### config.mk
export PLATFORM = sky130hd
export DESIGN_NAME = input_capture_unit
export DESIGN_NICKNAME = d
export VERILOG_FILES = /design/src/rtl/ic_pkg.sv /design/src/rtl/ic_sync_edge.sv /design/src/rtl/ic_timebase.sv /design/src/rtl/ic_channel.sv /design/src/rtl/input_capture_unit.sv
export SDC_FILE = /design/constraint.sdc
export NUM_CORES = 1
export LEC_CHECK = 0
export BUFFER_PORTS_ARGS = -buffer_cell sky130_fd_sc_hd__buf_2
export CORE_ASPECT_RATIO = 1.75
export CORE_UTILIZATION = 50
export CTS_CLUSTER_DIAMETER = 200
export CTS_CLUSTER_SIZE = 28
export DETAILED_ROUTE_END_ITERATION = 10
export PLACE_DENSITY = 0.71
export SLEW_MARGIN = 10
export SYNTH_ARGS = -nofsm -noshare
export SYNTH_HDL_FRONTEND = slang
export SYNTH_SLANG_ARGS = --single-unit
### constraint.sdc
create_clock -name clk_i -period 2.1 [get_ports clk_i]
set_clock_uncertainty 0.2 [all_clocks]
set_input_delay 0.21 -clock clk_i [delete_from_list [all_inputs] [get_ports clk_i]]
set_output_delay 0.21 -clock clk_i [all_outputs]
set_load 0.005 [all_outputs]
### src/rtl/ic_pkg.sv
package ic_pkg;
  typedef enum logic [1:0] {
    EDGE_OFF  = 2'd0,
    EDGE_RISE = 2'd1,
    EDGE_FALL = 2'd2,
    EDGE_ANY  = 2'd3
  } edge_sel_e;

  localparam int CAP_BASE  = 'h10;
  localparam int SEL_BASE  = 'h30;
  localparam int CTRL_ADDR = 'h50;
  localparam int IEN_ADDR  = 'h54;
  localparam int STA_ADDR  = 'h58;
  localparam int ACK_ADDR  = 'h5C;
  localparam int REG_STRIDE = 4;

  localparam int PSC_LSB  = 4;
  localparam int RUN_BIT  = 10;
  localparam int STAT_LSB = 1;
  localparam int MAX_CH   = 4;
endpackage

### src/rtl/ic_sync_edge.sv
module ic_sync_edge #(
  parameter int STAGES = 2
) (
  input  logic clk_i,
  input  logic rst_ni,
  input  logic pin_i,
  output logic rise_o,
  output logic fall_o
);
  localparam int PIPE_W = STAGES + 1;

  // pipe[STAGES-1] is the synchronized sample, pipe[STAGES] the previous one
  logic [PIPE_W-1:0] pipe_q;

  always_ff @(posedge clk_i or negedge rst_ni) begin
    if (!rst_ni) pipe_q <= '0;
    else         pipe_q <= {pipe_q[PIPE_W-2:0], pin_i};
  end

  assign rise_o =  pipe_q[STAGES-1] & ~pipe_q[STAGES];
  assign fall_o = ~pipe_q[STAGES-1] &  pipe_q[STAGES];
endmodule

### src/rtl/ic_timebase.sv
module ic_timebase #(
  parameter int CNT_W = 32,
  parameter int PSC_W = 5
) (
  input  logic             clk_i,
  input  logic             rst_ni,
  input  logic             run_i,
  input  logic [PSC_W-1:0] psc_i,
  output logic [CNT_W-1:0] count_o
);
  logic [PSC_W-1:0] div_q;
  logic             tick;

  // >= keeps the divider bounded if the prescale shrinks mid-period
  assign tick = run_i && (div_q >= psc_i);

  always_ff @(posedge clk_i or negedge rst_ni) begin
    if (!rst_ni) begin
      div_q   <= '0;
      count_o <= '0;
    end else if (!run_i) begin
      div_q   <= '0;
    end else if (tick) begin
      div_q   <= '0;
      count_o <= count_o + 1'b1;  // wraps silently
    end else begin
      div_q   <= div_q + 1'b1;
    end
  end

  a_r5_frozen_when_idle: assert property (@(posedge clk_i) disable iff (!rst_ni)
    !run_i |=> $stable(count_o));

  a_r4_single_step: assert property (@(posedge clk_i) disable iff (!rst_ni)
    1'b1 |=> (count_o == $past(count_o)) || (count_o == $past(count_o) + 1'b1));
endmodule

### src/rtl/ic_channel.sv
module ic_channel
  import ic_pkg::*;
#(
  parameter int CNT_W = 32
) (
  input  logic             clk_i,
  input  logic             rst_ni,
  input  logic             run_i,
  input  edge_sel_e        sel_i,
  input  logic             rise_i,
  input  logic             fall_i,
  input  logic [CNT_W-1:0] count_i,
  output logic             hit_o,
  output logic [CNT_W-1:0] value_o
);
  assign hit_o = run_i && ((rise_i && sel_i[0]) || (fall_i && sel_i[1]));

  always_ff @(posedge clk_i or negedge rst_ni) begin
    if (!rst_ni)    value_o <= '0;
    else if (hit_o) value_o <= count_i;
  end

  a_r2_off_keeps_value: assert property (@(posedge clk_i) disable iff (!rst_ni)
    (sel_i == EDGE_OFF) |=> $stable(value_o));

  a_r5_idle_keeps_value: assert property (@(posedge clk_i) disable iff (!rst_ni)
    !run_i |=> $stable(value_o));
endmodule

### src/rtl/input_capture_unit.sv
module input_capture_unit
  import ic_pkg::*;
#(
  parameter int NUM_CH = 4,
  parameter int CNT_W  = 32,
  parameter int PSC_W  = 5,
  parameter int ADDR_W = 8,
  parameter int DATA_W = 32
) (
  input  logic              clk_i,
  input  logic              rst_ni,
  input  logic [NUM_CH-1:0] cap_in_i,
  input  logic              bus_req_i,
  input  logic              bus_we_i,
  input  logic [ADDR_W-1:0] bus_addr_i,
  input  logic [DATA_W-1:0] bus_wdata_i,
  output logic [DATA_W-1:0] bus_rdata_o,
  output logic              irq_o
);
  localparam logic [ADDR_W-1:0] A_CTRL = ADDR_W'(CTRL_ADDR);
  localparam logic [ADDR_W-1:0] A_IEN  = ADDR_W'(IEN_ADDR);
  localparam logic [ADDR_W-1:0] A_STA  = ADDR_W'(STA_ADDR);
  localparam logic [ADDR_W-1:0] A_ACK  = ADDR_W'(ACK_ADDR);

  logic              wr_en;
  logic              run_q;
  logic [PSC_W-1:0]  psc_q;
  logic [NUM_CH-1:0] ien_q;
  logic [NUM_CH-1:0] status_q;
  logic [NUM_CH-1:0] hit;
  logic [NUM_CH-1:0] ack_mask;
  logic [CNT_W-1:0]  count;
  logic [CNT_W-1:0]  cap_val [NUM_CH];
  edge_sel_e         sel_q   [NUM_CH];

  assign wr_en = bus_req_i && bus_we_i;

  always_ff @(posedge clk_i or negedge rst_ni) begin
    if (!rst_ni) begin
      run_q <= 1'b0;
      psc_q <= '0;
      ien_q <= '0;
    end else if (wr_en) begin
      if (bus_addr_i == A_CTRL) begin
        psc_q <= bus_wdata_i[PSC_LSB +: PSC_W];
        run_q <= bus_wdata_i[RUN_BIT];
      end
      if (bus_addr_i == A_IEN) ien_q <= bus_wdata_i[STAT_LSB +: NUM_CH];
    end
  end

  assign ack_mask = (wr_en && bus_addr_i == A_ACK) ? bus_wdata_i[STAT_LSB +: NUM_CH] : '0;

  // new capture wins over a same-cycle acknowledge
  always_ff @(posedge clk_i or negedge rst_ni) begin
    if (!rst_ni) status_q <= '0;
    else         status_q <= (status_q & ~ack_mask) | hit;
  end

  assign irq_o = |(status_q & ien_q);

  ic_timebase #(.CNT_W(CNT_W), .PSC_W(PSC_W)) u_timebase (
    .clk_i   (clk_i),
    .rst_ni  (rst_ni),
    .run_i   (run_q),
    .psc_i   (psc_q),
    .count_o (count)
  );

  for (genvar k = 0; k < NUM_CH; k++) begin : g_ch
    localparam logic [ADDR_W-1:0] A_SEL = ADDR_W'(SEL_BASE + REG_STRIDE * k);
    logic rise, fall;

    always_ff @(posedge clk_i or negedge rst_ni) begin
      if (!rst_ni)                           sel_q[k] <= EDGE_OFF;
      else if (wr_en && bus_addr_i == A_SEL) sel_q[k] <= edge_sel_e'(bus_wdata_i[1:0]);
    end

    ic_sync_edge #(.STAGES(2)) u_sync (
      .clk_i  (clk_i),
      .rst_ni (rst_ni),
      .pin_i  (cap_in_i[k]),
      .rise_o (rise),
      .fall_o (fall)
    );

    ic_channel #(.CNT_W(CNT_W)) u_chan (
      .clk_i   (clk_i),
      .rst_ni  (rst_ni),
      .run_i   (run_q),
      .sel_i   (sel_q[k]),
      .rise_i  (rise),
      .fall_i  (fall),
      .count_i (count),
      .hit_o   (hit[k]),
      .value_o (cap_val[k])
    );

    a_r8_set_wins: assert property (@(posedge clk_i) disable iff (!rst_ni)
      hit[k] |=> status_q[k]);

    a_r7_ack_clears: assert property (@(posedge clk_i) disable iff (!rst_ni)
      (ack_mask[k] && !hit[k]) |=> !status_q[k]);

    a_r2_no_capture_when_off: assert property (@(posedge clk_i) disable iff (!rst_ni)
      (sel_q[k] == EDGE_OFF && !status_q[k]) |=> !status_q[k]);
  end

  always_comb begin
    bus_rdata_o = '0;
    if (bus_addr_i == A_CTRL) begin
      bus_rdata_o[PSC_LSB +: PSC_W] = psc_q;
      bus_rdata_o[RUN_BIT]          = run_q;
    end else if (bus_addr_i == A_IEN) begin
      bus_rdata_o[STAT_LSB +: NUM_CH] = ien_q;
    end else if (bus_addr_i == A_STA) begin
      bus_rdata_o[STAT_LSB +: NUM_CH] = status_q;
    end else begin
      for (int k = 0; k < NUM_CH; k++) begin
        if (bus_addr_i == ADDR_W'(CAP_BASE + REG_STRIDE * k))
          bus_rdata_o = DATA_W'(cap_val[k]);
        if (bus_addr_i == ADDR_W'(SEL_BASE + REG_STRIDE * k))
          bus_rdata_o = DATA_W'(sel_q[k]);
      end
    end
  end

  logic unused_wdata;
  assign unused_wdata = ^{bus_wdata_i};

  a_r6_masked_irq: assert property (@(posedge clk_i) disable iff (!rst_ni)
    (ien_q == '0) |-> !irq_o);

  a_r6_irq_needs_status: assert property (@(posedge clk_i) disable iff (!rst_ni)
    (status_q == '0) |-> !irq_o);
endmodule

==> run metrics <==
status finished clean; Netlist cell types 46; CP max stage delay 0.42 ns; unrepaired setup endpoints after global routing true; Mapped Nets 844; met1 usage 25.9%; total negative slack 0 ns; Post-synth ARST share 100%; most common cell after layout, fill and taps aside dfrtp_1; Period minus WS final 2.07 ns; first-pass GRT wire length 33.2 mm; number of inserted diodes 0; Max Cap Viol 0; clock latency on the worst-skew pair 0.43 ns; critical path required time 2.25 ns; share of layout cells above drive strength 1 36.2%; Cell Pwr Density 660 nW/um^2; vias in the first global route 6,639; Slew Limit Fails 0; total number of vias 6,350; Remaining DRCs 0; sw frac 23.6%; Post-synth EDFFs 0; Crit path arrival time 2.22 ns; Mapped Area 9100 sq um; gr ovfl total 0; clock share of power 42.0%; PnR worst setup slack 0.0289 ns; CP Buf/Inv Count 2; Crit Path Class flop to flop; Peak VDD IR 0.458 mV; WL final 20.0 mm; Max Root-Sink Buffers 2; final setup violation count 0; Worst setup EP type flop; CP delay by family, top flip-flops; sw power 0.00171 W; most frequent cells in the layout dfrtp_1 (199), mux2_2 (141), nand2_1 (91); area grow syn2layout 20.7%; Die Y 180 microns; Root Driver clkbuf_16; crit share post-route 98.6%; met3 GRT Util 2.97%; clock-pin slew on the worst setup and hold paths 0.08 ns; syn_area_per_cell 11.5 sq um; quantity of I/O buffers inserted on ports 58; gr busiest metal met2; core region area 17,600 sq um; die area 18,800 sq um; Post-Synthesis Cells 789; Hold Path Class input pin to asynchronous set/reset pin; Post-DP HPWL 13.5 mm; Slew HR 67.2%; Num CTS Buffers 17; CP max FO 24; R2R depth 8; Pre-antenna DRT Iters 4; Placement Rows 64; ANT nets after route 0; layout filler cell count 1,422; Stages on worst setup path 8; post-placement setup slack -0.0238 ns; routed wire length per instance 17.5 microns; critical path, cell by cell ha_4, nand2_1, o21ai_2, a41oi_2, buf_12, buf_4, nor3_1, xor2_1; GRT Total Usage 22.2%; Initial Util 51.7%; Die W 104 microns; R2R setup slack 0.03 ns; largest net degree at the start of global routing 55; CTS tree yes; Hold Vio Cnt, Final 0; Ports 81; Startpoint Class flop; Starting DRT DRC Count 300; clock sinks 199; warnings from Yosys 0; initial antenna violation count 0; H-tree levels 4; ys flop type dfrtp_1; CP max stage cell dfrtp_1; leakage power 5.33 nW; Avg Vias per Cell 5.54; Worst-Margin Slew 0.488 ns; fmax 483 MHz; nets 957; Synth Register Bits 199; post-synthesis sequential area ratio 54.7%; met2 GRT Util 40.5%; Flop pwr share 53.4%; placer congestion estimate 0.826; Cell Int Power 0.00554 W; Comb pwr share 4.6%
worst register-to-register path, stage by stage, from the launching register on:
cell and delay, ns:
dfrtp_1 0.42, ha_4 0.28, nand2_1 0.06, o21ai_2 0.15
a41oi_2 0.14, buf_12 0.19, buf_4 0.16, nor3_1 0.22
xor2_1 0.16
final cells by class:
| cell class | instances | area [sq um] | area share (%) |
|---|---|---|---|
| Clock buffer | 18 | 429 | 3.91 |
| Multi-Input combinational cell | 521 | 3960 | 36.1 |
| Tap cell | 231 | 289 | 2.63 |
| Clock inverter | 14 | 116 | 1.06 |
| Sequential cell | 199 | 4980 | 45.3 |
| Timing Repair Buffer | 144 | 1140 | 10.3 |
| Inverter | 19 | 71.3 | 0.649 |
cells in the mapped netlist (all sizes together) (9+ instances only):
master | n | area share, %
buf | 10 | 0.54
mux2 | 142 | 18
nand2 | 92 | 3.8
nand3 | 20 | 1.2
nor3 | 17 | 1.2
clkbuf | 40 | 1.7
nor4 | 10 | 0.99
a22oi | 36 | 3.0
dfrtp | 199 | 55
inv | 19 | 0.78
xnor2 | 9 | 0.87
nor2 | 30 | 1.3
xor2 | 25 | 2.4
o21ai | 73 | 4.0
path summary, 6_finish.rpt:
check	from	endpoint
setup reg to reg	u_timebase.div_q[2]	u_timebase.count_o[22]
max in group asynchronous	rst_ni	g_ch[2].u_chan.value_o[9]
hold / removal	rst_ni	g_ch[2].u_chan.value_o[25]
hold reg to reg	g_ch[1].u_sync.pipe_q[0]	g_ch[1].u_sync.pipe_q[1]
setup / recovery	u_timebase.div_q[2]	u_timebase.count_o[22]
min in group clk_i	bus_we_i	ien_q[1]
flip-flops by register name, indices dropped and copies added (netlist names):
register and flops:
status_q 4, run_q 1, u_timebase.div_q 5, psc_q 5
g_ch.u_sync.pipe_q 12, u_timebase.count_o 32, ien_q 4, g_ch.u_chan.value_o 128
sel_q 8
cells by family (layout without fill, tap and decap cells):
logic type	after synthesis	count (layout)	share of synthesized area, %
buffers and inverters	69	195	2.98
AND/OR/NAND/NOR	198	198	10.8
flip-flops	199	199	54.7
XOR/XNOR	34	34	3.27
multiplexers	146	146	18.0
AO/OA/AOI/OAI	136	136	9.20
adder cells (fa/ha/maj)	7	7	0.962
what timing repair did:
item,in CTS,in global routing
pin swaps,2,2
gates resized for setup,4,19
setup endpoints to repair,9,30
buffers inserted,0,4
endpoints found under the hold margin,225,0
hold buffers,15,0
per-stage QoR:
step           cells  instance area, sq um  power [W]  hold slack [ns]  util, %
2_1_floorplan    789                  9110    0.00405           -0.286        -
3_3_place_gp    1095                 10200    0.00425          0.00551     57.6
3_5_place_dp    1095                 10200    0.00425          0.00913     57.6
4_1_cts         1142                 10900    0.00731            0.114     61.7
5_1_grt         1146                 11000    0.00750            0.138     62.4
6_report        1146                 11000    0.00725            0.112     62.4
power groups by stage:
stage               Combinational [W]  Sequential [W]  Clock [W]
finish                       0.000332         0.00388    0.00305
detailed placement           0.000301         0.00395          0
global placement             0.000298         0.00395          0
global route                 0.000367         0.00388    0.00326
floorplan                    0.000102         0.00395          0
CTS                          0.000326         0.00388    0.00311
layer usage:
metal,part of all wire (%),vias to the layer above
met4,2.8,0
met1,41,3195
li1,-,3019
met5,0,-
met3,2.0,34
met2,54,102
(Power assumes the default switching activity.)
